## src/rtl/hz_pkg.sv

```systemverilog
package hz_pkg;

  typedef enum logic [1:0] {
    SRC_REGFILE = 2'b00,
    SRC_MEMWB   = 2'b01,
    SRC_EXMEM   = 2'b10
  } opnd_src_e;

endpackage

```

## src/rtl/fwd_select.sv

```systemverilog
module fwd_select #(
  parameter int AW = 5
) (
  input  logic [AW-1:0] src,
  input  logic [AW-1:0] exmem_dst,
  input  logic          exmem_we,
  input  logic [AW-1:0] memwb_dst,
  input  logic          memwb_we,
  output logic [1:0]    sel
);
  import hz_pkg::*;

  localparam logic [AW-1:0] ZERO_REG = '0;

  logic      hit_exmem;
  logic      hit_memwb;
  opnd_src_e choice;

  assign hit_exmem = exmem_we && (exmem_dst != ZERO_REG) && (exmem_dst == src);
  assign hit_memwb = memwb_we && (memwb_dst != ZERO_REG) && (memwb_dst == src);

  // Younger producer (execute/memory) has priority.
  always_comb begin
    if (hit_exmem)      choice = SRC_EXMEM;
    else if (hit_memwb) choice = SRC_MEMWB;
    else                choice = SRC_REGFILE;
  end

  assign sel = choice;

  always_comb begin
    assert_sel_legal_R5: assert (sel != 2'b11)
      else $error("R5: illegal select %b", sel);
    assert_zero_src_R4: assert (!(src == ZERO_REG && sel != 2'b00))
      else $error("R4: register 0 forwarded, sel %b", sel);
    assert_exmem_wins_R3: assert (!(hit_exmem && hit_memwb) || sel == 2'b10)
      else $error("R3: priority lost, sel %b", sel);
  end

endmodule

```

## src/rtl/load_use_detect.sv

```systemverilog
module load_use_detect #(
  parameter int AW      = 5,
  parameter int NUM_SRC = 2
) (
  input  logic [NUM_SRC-1:0][AW-1:0] dec_src,
  input  logic [AW-1:0]              load_dst,
  input  logic                       load_in_ex,
  output logic                       hazard
);
  localparam logic [AW-1:0] ZERO_REG = '0;

  logic [NUM_SRC-1:0] src_hit;

  for (genvar i = 0; i < NUM_SRC; i++) begin : g_src
    assign src_hit[i] = (dec_src[i] == load_dst);
  end

  assign hazard = load_in_ex && (load_dst != ZERO_REG) && (|src_hit);

  always_comb begin
    assert_no_load_no_hz_R7: assert (load_in_ex || !hazard)
      else $error("R7: stall without a load");
  end

endmodule

```

## src/rtl/flow_ctrl.sv

```systemverilog
module flow_ctrl (
  input  logic load_hazard,
  input  logic branch_taken,
  output logic hold,
  output logic bubble,
  output logic flush
);
  // A taken branch discards the stalled instructions anyway, so it wins.
  always_comb begin
    flush  = branch_taken;
    hold   = load_hazard && !branch_taken;
    bubble = load_hazard && !branch_taken;
  end

  always_comb begin
    assert_flush_excl_R8: assert (!(flush && (hold || bubble)))
      else $error("R8: stall during flush");
    assert_hold_bubble_R6: assert (hold == bubble)
      else $error("R6: hold and bubble disagree");
  end

endmodule

```

## src/rtl/pipe_hazard_ctrl.sv

```systemverilog
module pipe_hazard_ctrl #(
  parameter int AW = 5
) (
  input  logic [AW-1:0] idex_src_a,
  input  logic [AW-1:0] idex_src_b,
  input  logic [AW-1:0] ifid_src_a,
  input  logic [AW-1:0] ifid_src_b,
  input  logic [AW-1:0] idex_dst,
  input  logic          idex_mem_read,
  input  logic [AW-1:0] exmem_dst,
  input  logic          exmem_wr_en,
  input  logic [AW-1:0] memwb_dst,
  input  logic          memwb_wr_en,
  input  logic          mem_branch_taken,
  output logic [1:0]    fwd_sel_a,
  output logic [1:0]    fwd_sel_b,
  output logic          hold_pc_ifid,
  output logic          bubble_idex,
  output logic          flush_young
);
  localparam int NUM_SRC = 2;

  logic [NUM_SRC-1:0][AW-1:0] ex_src;
  logic [NUM_SRC-1:0][AW-1:0] dec_src;
  logic [NUM_SRC-1:0][1:0]    sel;
  logic                       load_hazard;

  assign ex_src  = {idex_src_b, idex_src_a};
  assign dec_src = {ifid_src_b, ifid_src_a};

  for (genvar i = 0; i < NUM_SRC; i++) begin : g_fwd
    fwd_select #(.AW(AW)) u_fwd (
      .src       (ex_src[i]),
      .exmem_dst (exmem_dst),
      .exmem_we  (exmem_wr_en),
      .memwb_dst (memwb_dst),
      .memwb_we  (memwb_wr_en),
      .sel       (sel[i])
    );
  end

  assign fwd_sel_a = sel[0];
  assign fwd_sel_b = sel[1];

  load_use_detect #(.AW(AW), .NUM_SRC(NUM_SRC)) u_lud (
    .dec_src    (dec_src),
    .load_dst   (idex_dst),
    .load_in_ex (idex_mem_read),
    .hazard     (load_hazard)
  );

  flow_ctrl u_flow (
    .load_hazard  (load_hazard),
    .branch_taken (mem_branch_taken),
    .hold         (hold_pc_ifid),
    .bubble       (bubble_idex),
    .flush        (flush_young)
  );

  always_comb begin
    assert_we_gate_R4: assert (exmem_wr_en || memwb_wr_en ||
                               (fwd_sel_a == 2'b00 && fwd_sel_b == 2'b00))
      else $error("R4: forward with no writer");
  end

endmodule

```

## config.mk

```make
export PLATFORM = sky130hd
export DESIGN_NAME = pipe_hazard_ctrl
export DESIGN_NICKNAME = d
export VERILOG_FILES = /design/src/rtl/hz_pkg.sv /design/src/rtl/fwd_select.sv /design/src/rtl/load_use_detect.sv /design/src/rtl/flow_ctrl.sv /design/src/rtl/pipe_hazard_ctrl.sv
export SDC_FILE = /design/constraint.sdc
export NUM_CORES = 1
export LEC_CHECK = 0
export BUFFER_PORTS_ARGS = -buffer_cell sky130_fd_sc_hd__buf_4
export CAP_MARGIN = 20
export CORE_AREA = 5 5 42 44
export DETAILED_ROUTE_END_ITERATION = 8
export DIE_AREA = 0 0 47 49
export PLACE_DENSITY_LB_ADDON = 0.12
export SYNTH_ARGS = -nofsm -noshare
export SYNTH_HDL_FRONTEND = slang
export SYNTH_SLANG_ARGS = --single-unit
```

## constraint.sdc

```tcl
create_clock -name vclk -period 1.81
set_input_delay 0.181 -clock vclk [all_inputs]
set_output_delay 0.181 -clock vclk [all_outputs]
set_load 0.02 [all_outputs]
```

# Word-level counts from Yosys, hierarchy flattened
# Index checks and enable logic that the tools add are counted.
# totals
register_bits,0
latchBits,0
ram_bits,0
romBits,0
output_inout_bits,7
elab_cells,24
n_memories,0
# classes
add_sub_neg,0
multipliers,0
div_mod_pow,0
n_lt_le_gt_ge,0
eq_ne,6
n_shift,0
muxes,4
bitwise_logic,0
reduce_logical,14
# ops
op,count
$eq 5x5->1,6
$reduce_bool 5->1,3
$logic_and 1x1->1,9
$mux 2,2
$mux 1,2
$reduce_or 2->1,1
$logic_not 1->1,1

# Logic depth before layout (Yosys ltp)
# Gate-level depths: netlist of the first run.
# depth
ltp_word,5
mapped_depth,5
mapped_depth_nobuf,4

# By module
# From an unflattened synthesis of the first run, not the netlist that was laid out.
# hier_totals
cells_unflattened,62
area_unflattened_um2,471.7
# by_module_without_submodules
module,instances,cells_per_inst,area_each_um2,seq_area_each_um2
fwd_select,2,21,158.9,0.0
load_use_detect,1,17,125.1,0.0
flow_ctrl,1,3,28.8,0.0

# Least setup slack after synthesis of the first run
# Ideal clock, no wire load.
# synth_path
path_kind,input-to-output
start,in exmem_dst[1]
end,out fwd_sel_a[0]
arrival_time_ns,1.443
required_ns,1.629
path_slack_ns,0.186
stages,4
n_path_buf,0
path_cell_list,or4_1 -> o21ai_2 -> nor4_1 -> nor4_2
# synth_between
elab_chain_cells,4
elab_cells_between_ends,5
# synth_rtl
element,line_no,source
start: declaration,pipe_hazard_ctrl.sv:10,"input logic [AW-1:0] exmem_dst,"
$reduce_bool 5->1,fwd_select.sv:19,assign hit_exmem = exmem_we && (exmem_dst != ZERO_REG) && (exmem_dst == src);
$logic_and 1x1->1,fwd_select.sv:19,
$logic_and 1x1->1 (*),fwd_select.sv:19,
named net g_fwd[0].u_fwd.hit_exmem,fwd_select.sv:15,logic hit_exmem;
$mux 2 (*),fwd_select.sv:24,if (hit_exmem) choice = SRC_EXMEM;
end: declaration,pipe_hazard_ctrl.sv:15,"output logic [1:0] fwd_sel_a,"
# Mark *: on every way through the listed nets, which the timed path passes. The rest lies on a longest branch.

# Final worst setup path of the first run
# layout_path
start,in exmem_dst[1]
end,out fwd_sel_a[0]
# layout_between
elab_chain_cells,4
elab_cells_between_ends,5
# layout_rtl
element,line_no
$reduce_bool 5->1,fwd_select.sv:19
$logic_and 1x1->1,fwd_select.sv:19
$logic_and 1x1->1 (*),fwd_select.sv:19
$mux 2 (*),fwd_select.sv:24
# Mark *: on every way between the ends. The rest lies on a longest branch, timed or not.

==> results.tsv, run 1 <==
stage	metric	value	unit
finish	design_area	763	sq um
placed_design	placed_cell_area	763	sq um
logic_synthesis	avgSynthCellArea	7.92	sq um
logic_synthesis	yosys-top-cells-area	xor2_1 41%, xnor2_1 20%, or4_1 8.8%, buf_4 7.0%, nor4_2 5.8%	
timing	tns	0	ns
grt	grt_pass1_vias	537	
grt	grtUsageMet1	16.1	%
placed_design	place_congestion	0.734	
logic_synthesis	synth.most_common_cell	xor2_1	
grt	gr-total-overflow	0	
die	coreArea	1400	sq um
logic_synthesis	synth.largest_area_cell	xor2_1	
cts	post_cts_buffers	0	
timing	tightest_slew	0.442	ns
die	die_area	2300	sq um
grt	antenna_found_initial	0	
die	initial_utilization	30.5	%
placed_design	portBuffers	46	
detailed_routing	wl_per_cell	11.4	microns
power_and_ir_drop	irDropWorstVdd	0.0929	mV
worst_setup_path	crit_path_start_kind	input pin	
worst_setup_path	crit_path_end_kind	output pin	
finish	nClkBuffers	0	
run	maxCapViolations	0	
logic_synthesis	post_synth_num_cell_types	12	
placed_design	dp.cells	112	
worst_setup_path	crit_fanout	3	
finish	area_growth_syn_to_layout	78.4	%
power_and_ir_drop	power.internal	98.1	uW
grt	grt_usage	11.2	%
logic_synthesis	yosysWarnings	0	
worst_setup_path	cp-startpoint	exmem_dst[1]	
finish	utilization	54.5	%
grt	gr-usage-met2	18.8	%
logic_synthesis	synth.top_cell.area_share	40.9	%
power_and_ir_drop	p_comb_share	100.0	%
finish	ff_latch_area	0	sq um
power_and_ir_drop	netSwitchingFraction	39.9	%
power_and_ir_drop	p_leak	0.350	nW
grt	grt_pass1_wl	2.10	mm
timing	setup_violations	0	
detailed_routing	drtIter0Drc	6	
detailed_routing	vias	508	
placed_design	post-place-ws	0.106	ns
timing	relSlewSlack	70.2	%
detailed_routing	postRouteAntennaNets	0	
die	rows	14	
finish	nFillCells	147	
timing	fmax	588	MHz
worst_setup_path	arrival	1.52	ns
worst_setup_path	worstPathRequired	1.63	ns
worst_setup_path	crit_type	input pin to output pin	
cts	ctsResizeCount	0	
grt	grt_util_met3	1.11	%
logic_synthesis	syn_inst	54	
timing	rsz0062_at_grt	false	
timing	hold_violations	0	
detailed_routing	via_per_inst	4.54	
cts	ctsHoldBuffers	0	
logic_synthesis	synth_fp_nets	93	
logic_synthesis	synth_common_cells	20 x xor2_1, 10 x xnor2_1, 5 x or4_1, 4 x buf_4, 4 x nand3_1	
finish	fin_cells	112	
worst_hold_path	holdPathStages	2	
power_and_ir_drop	p_total	163	uW
power_and_ir_drop	power.density	214	nW/um^2
grt	busiest_layer	met2	
detailed_routing	routed_wl	1.27	mm
finish	drive_above_1_share	51.0	%
finish	seq_cell_count	0	
die	die_x	47	microns
die	io_pins	46	
timing	post-route-period-util	93.9	%
worst_hold_path	hold_class	input pin to output pin	
power_and_ir_drop	seq_power_share	0	%
timing	fin_crit	1.70	ns
worst_setup_path	endpoint	fwd_sel_a[0]	
finish	layout.nets	137	
finish	diodes	0	
die	dieHeight	49	microns
logic_synthesis	seq_area_frac_synth	0	%
timing	whs	0.571	ns
timing	slew_viol_final	0	
logic_synthesis	synth_area	428	sq um
timing	setup_ws	0.110	ns
power_and_ir_drop	clockPowerShare	0	%
status	status	complete, no violations	
placed_design	place_hpwl	1.25	mm
detailed_routing	first_pass_iters	3	
power_and_ir_drop	switching_power	65.2	uW
detailed_routing	drc_errors	0	
grt	grt_max_degree	4	
-- placed cells by master (no fill, tap or decap) --
cell and instances:
nor4_2 2, o21ai_1 2, or4_1 5, nor3_1 2, nor4_1 2, xnor2_1 10
nand3_1 4, buf_4 46, nor2b_1 1, xor2_1 20, o21ai_2 1, a21oi_1 1
-- power by group through the flow --
stage | clock network [mW] | registers, mW | logic [mW]
floorplan | 0 | 0 | 0.0685
global placement | 0 | 0 | 0.165
detailed placement | 0 | 0 | 0.165
CTS | 0 | 0 | 0.166
global route | 0 | 0 | 0.180
finish | 0 | 0 | 0.163
-- final cells by class --
type                       instances  area [sq um]  area share (%)
timing repair buffer              46           345            45.2
multi-input combinational         50           398            52.1
tap                               16          20.0            2.62
-- kinds of logic after synthesis --
family / count (synthesis) / share of synthesized area [%]
AND/OR/NAND/NOR: 16 / 26.0
XOR/XNOR: 30 / 61.4
AO/OA/AOI/OAI: 4 / 5.55
buffers and inverters: 4 / 7.02
-- how the worst min path moves through the flow --
stage	startpoint	to	slack, ns
floorplan	mem_branch_taken	flush_young	0.47
global placement	mem_branch_taken	flush_young	0.57
detailed placement	mem_branch_taken	flush_young	0.57
CTS	mem_branch_taken	flush_young	0.57
global route	mem_branch_taken	flush_young	0.58
finish	mem_branch_taken	flush_young	0.57
-- per-layer routing --
metal / up-vias / share of wire [%] / routed length, microns
li1: 272 / - / -
met1: 214 / 39 / 501
met2: 22 / 50 / 642
met3: 0 / 10 / 130
met4: 0 / 0 / 0
met5: - / 0 / 0
-- critical path, cell delays in order --
cell	delay (ns)
buf_4	0.12
or4_1	0.53
o21ai_2	0.14
nor4_1	0.09
nor4_2	0.27
buf_4	0.18
No activity file was read; power rests on OpenSTA's default activity.
==> inputs of run 2 (changes only) <==
--- a/config.mk
+++ b/config.mk
@@ -7,9 +7,12 @@
 export LEC_CHECK = 0
 export BUFFER_PORTS_ARGS = -buffer_cell sky130_fd_sc_hd__buf_4
 export CAP_MARGIN = 20
-export CORE_AREA = 5 5 42 44
+export CELL_PAD_IN_SITES_DETAIL_PLACEMENT = 1
+export CELL_PAD_IN_SITES_GLOBAL_PLACEMENT = 2
+export CORE_MARGIN = 5
+export CORE_UTILIZATION = 18
 export DETAILED_ROUTE_END_ITERATION = 8
-export DIE_AREA = 0 0 47 49
+export GPL_TIMING_DRIVEN = 0
 export PLACE_DENSITY_LB_ADDON = 0.12
 export SYNTH_ARGS = -nofsm -noshare
 export SYNTH_HDL_FRONTEND = slang
==> run 2 against run 1 <==
  * Total power grew 3.8%
  * Non-clock buffer count grew 4
  * Global-route usage shrank 2.0 points
  * Final cell count grew 14%
  * Via count grew 7.9%
  * Critical path depth is the same
  * Utilization shrank 18 points
  * Fmax shrank 0.78%
  * Critical path type unchanged
  * Largest cell class unchanged
==> results.tsv, run 2 (synthesized netlist as in run 1, its figures left out) <==
stage	metric	value	unit	change
placed_design	place_congestion	0.679		-7.4%
worst_setup_path	slowest_delay	0.53	ns	about the same
timing	slew_viol_final	0		unchanged
cts	ctsResizeCount	0		unchanged
placed_design	post-place-ws	0.0674	ns	-0.0384 ns
finish	final_common_cell	buf_4		
placed_design	place_hpwl	1.56	mm	+25%
finish	nFillCells	295		+100%
die	die_x	58.8	microns	+25%
detailed_routing	routed_wl	1.60	mm	+26%
finish	drive_above_1_share	53.0	%	+2.0 points
power_and_ir_drop	power.density	210	nW/um^2	-2.0%
grt	grt_usage	9.25	%	-2.0 points
worst_setup_path	arrival	1.53	ns	about the same
worst_setup_path	crit_path_end_kind	output pin		
detailed_routing	wl_per_cell	12.5	microns	+10%
worst_setup_path	crit_path_start_kind	input pin		
placed_design	portBuffers	46		unchanged
detailed_routing	drtIter0Drc	1		-5
power_and_ir_drop	switching_power	68.4	uW	+4.9%
worst_setup_path	crit_type	input pin to output pin		
detailed_routing	postRouteAntennaNets	0		unchanged
grt	antenna_found_initial	0		unchanged
grt	grt_max_degree	4		unchanged
grt	gr-total-overflow	0		unchanged
worst_setup_path	cpMaxStageDelayCell	or4_1		
power_and_ir_drop	netSwitchingFraction	40.4	%	+0.42 points
status	status	complete, no violations		
die	initial_utilization	19.2	%	-11 points
die	dieHeight	58.8	microns	+20%
finish	area_growth_syn_to_layout	88.9	%	
timing	post-route-period-util	94.6	%	+0.74 points
timing	relSlewSlack	70.2	%	about the same
run	maxCapViolations	0		unchanged
die	die_area	3450	sq um	+50%
finish	layout.nets	141		+2.9%
timing	fin_crit	1.71	ns	+0.0134 ns
finish	diodes	0		unchanged
timing	setup_ws	0.0970	ns	-0.0134 ns
finish	mostFrequentLayoutCells	50 x buf_4, 20 x xor2_1, 10 x xnor2_1, 5 x or4_1, 4 x nand3_1		
grt	grt_pass1_vias	616		+15%
cts	ctsHoldBuffers	0		unchanged
worst_setup_path	crit_fanout	3		unchanged
worst_setup_path	cp_cell_sequence	buf_4 -> or4_1 -> o21ai_2 -> nor4_1 -> nor4_2 -> buf_4		
timing	rsz0062_at_grt	false		
power_and_ir_drop	seq_power_share	0	%	unchanged
timing	hold_violations	0		unchanged
cts	post_cts_buffers	0		unchanged
detailed_routing	drc_errors	0		unchanged
finish	seq_cell_count	0		unchanged
detailed_routing	via_per_inst	4.28		-5.6%
detailed_routing	vias	548		+7.9%
finish	nClkBuffers	0		unchanged
power_and_ir_drop	p_comb_share	100.0	%	about the same
grt	grt_util_met3	0.658	%	-0.45 points
worst_setup_path	worstPathRequired	1.63	ns	about the same
timing	setup_violations	0		unchanged
die	coreArea	2230	sq um	+59%
power_and_ir_drop	power.internal	101	uW	+3.0%
grt	grt_pass1_wl	2.63	mm	+25%
finish	utilization	36.2	%	-18 points
detailed_routing	first_pass_iters	2		-1
timing	tns	0	ns	unchanged
finish	ff_latch_area	0	sq um	unchanged
power_and_ir_drop	irDropWorstVdd	0.0803	mV	-14%
power_and_ir_drop	p_leak	0.371	nW	+5.9%
grt	gr-usage-met2	16.2	%	-2.5 points
die	rows	17		+3
finish	multi_input_area	398	sq um	unchanged
grt	grtUsageMet1	13.0	%	-3.1 points
worst_hold_path	hold_class	input pin to output pin		
grt	busiest_layer	met2		
timing	fmax	584	MHz	-0.78%
timing	tightest_slew	0.443	ns	+0.000591 ns
die	io_pins	46		unchanged
power_and_ir_drop	clockPowerShare	0	%	unchanged
worst_setup_path	cp_common_cell	buf_4		
==> run 2: power groups by stage <==
stage,sequential (mW),clock (mW),combinational (mW)
6_report,0,0,0.170
4_1_cts,0,0,0.173
2_1_floorplan,0,0,0.0685
5_1_grt,0,0,0.187
3_5_place_dp,0,0,0.173
3_3_place_gp,0,0,0.171
==> run 2: critical path: cells and delay by family <==
kind,cells,cell delay [ns]
simple gates,3,0.89
compound gates,1,0.15
buf+inv,2,0.30
==> run 2: through the flow <==
step / instance area, sq um / total power [mW] / hold slack [ns] / instances
4_1_cts: 808 / 0.173 / 0.659 / 128
3_3_place_gp: 808 / 0.171 / 0.655 / 128
3_5_place_dp: 808 / 0.173 / 0.659 / 128
2_1_floorplan: 428 / 0.0685 / 0.475 / 54
6_report: 808 / 0.170 / 0.656 / 128
5_1_grt: 808 / 0.187 / 0.673 / 128
==> run 2: layer usage <==
layer,routed length [microns],share of wire (%)
met1,689,43
met2,827,52
met3,84,5.3
met4,0,0
met5,0,0
==> run 2: final timing paths <==
check | start | to | cells past startpoint
max | exmem_dst[1] | fwd_sel_a[0] | 6
min | mem_branch_taken | flush_young | 3
==> run 2: cell type report <==
type                            count  area share (%)
Multi-Input combinational cell     50            49.2
Timing Repair Buffer               46            42.7
Tap cell                           28            4.33
Buffer                              4            3.72
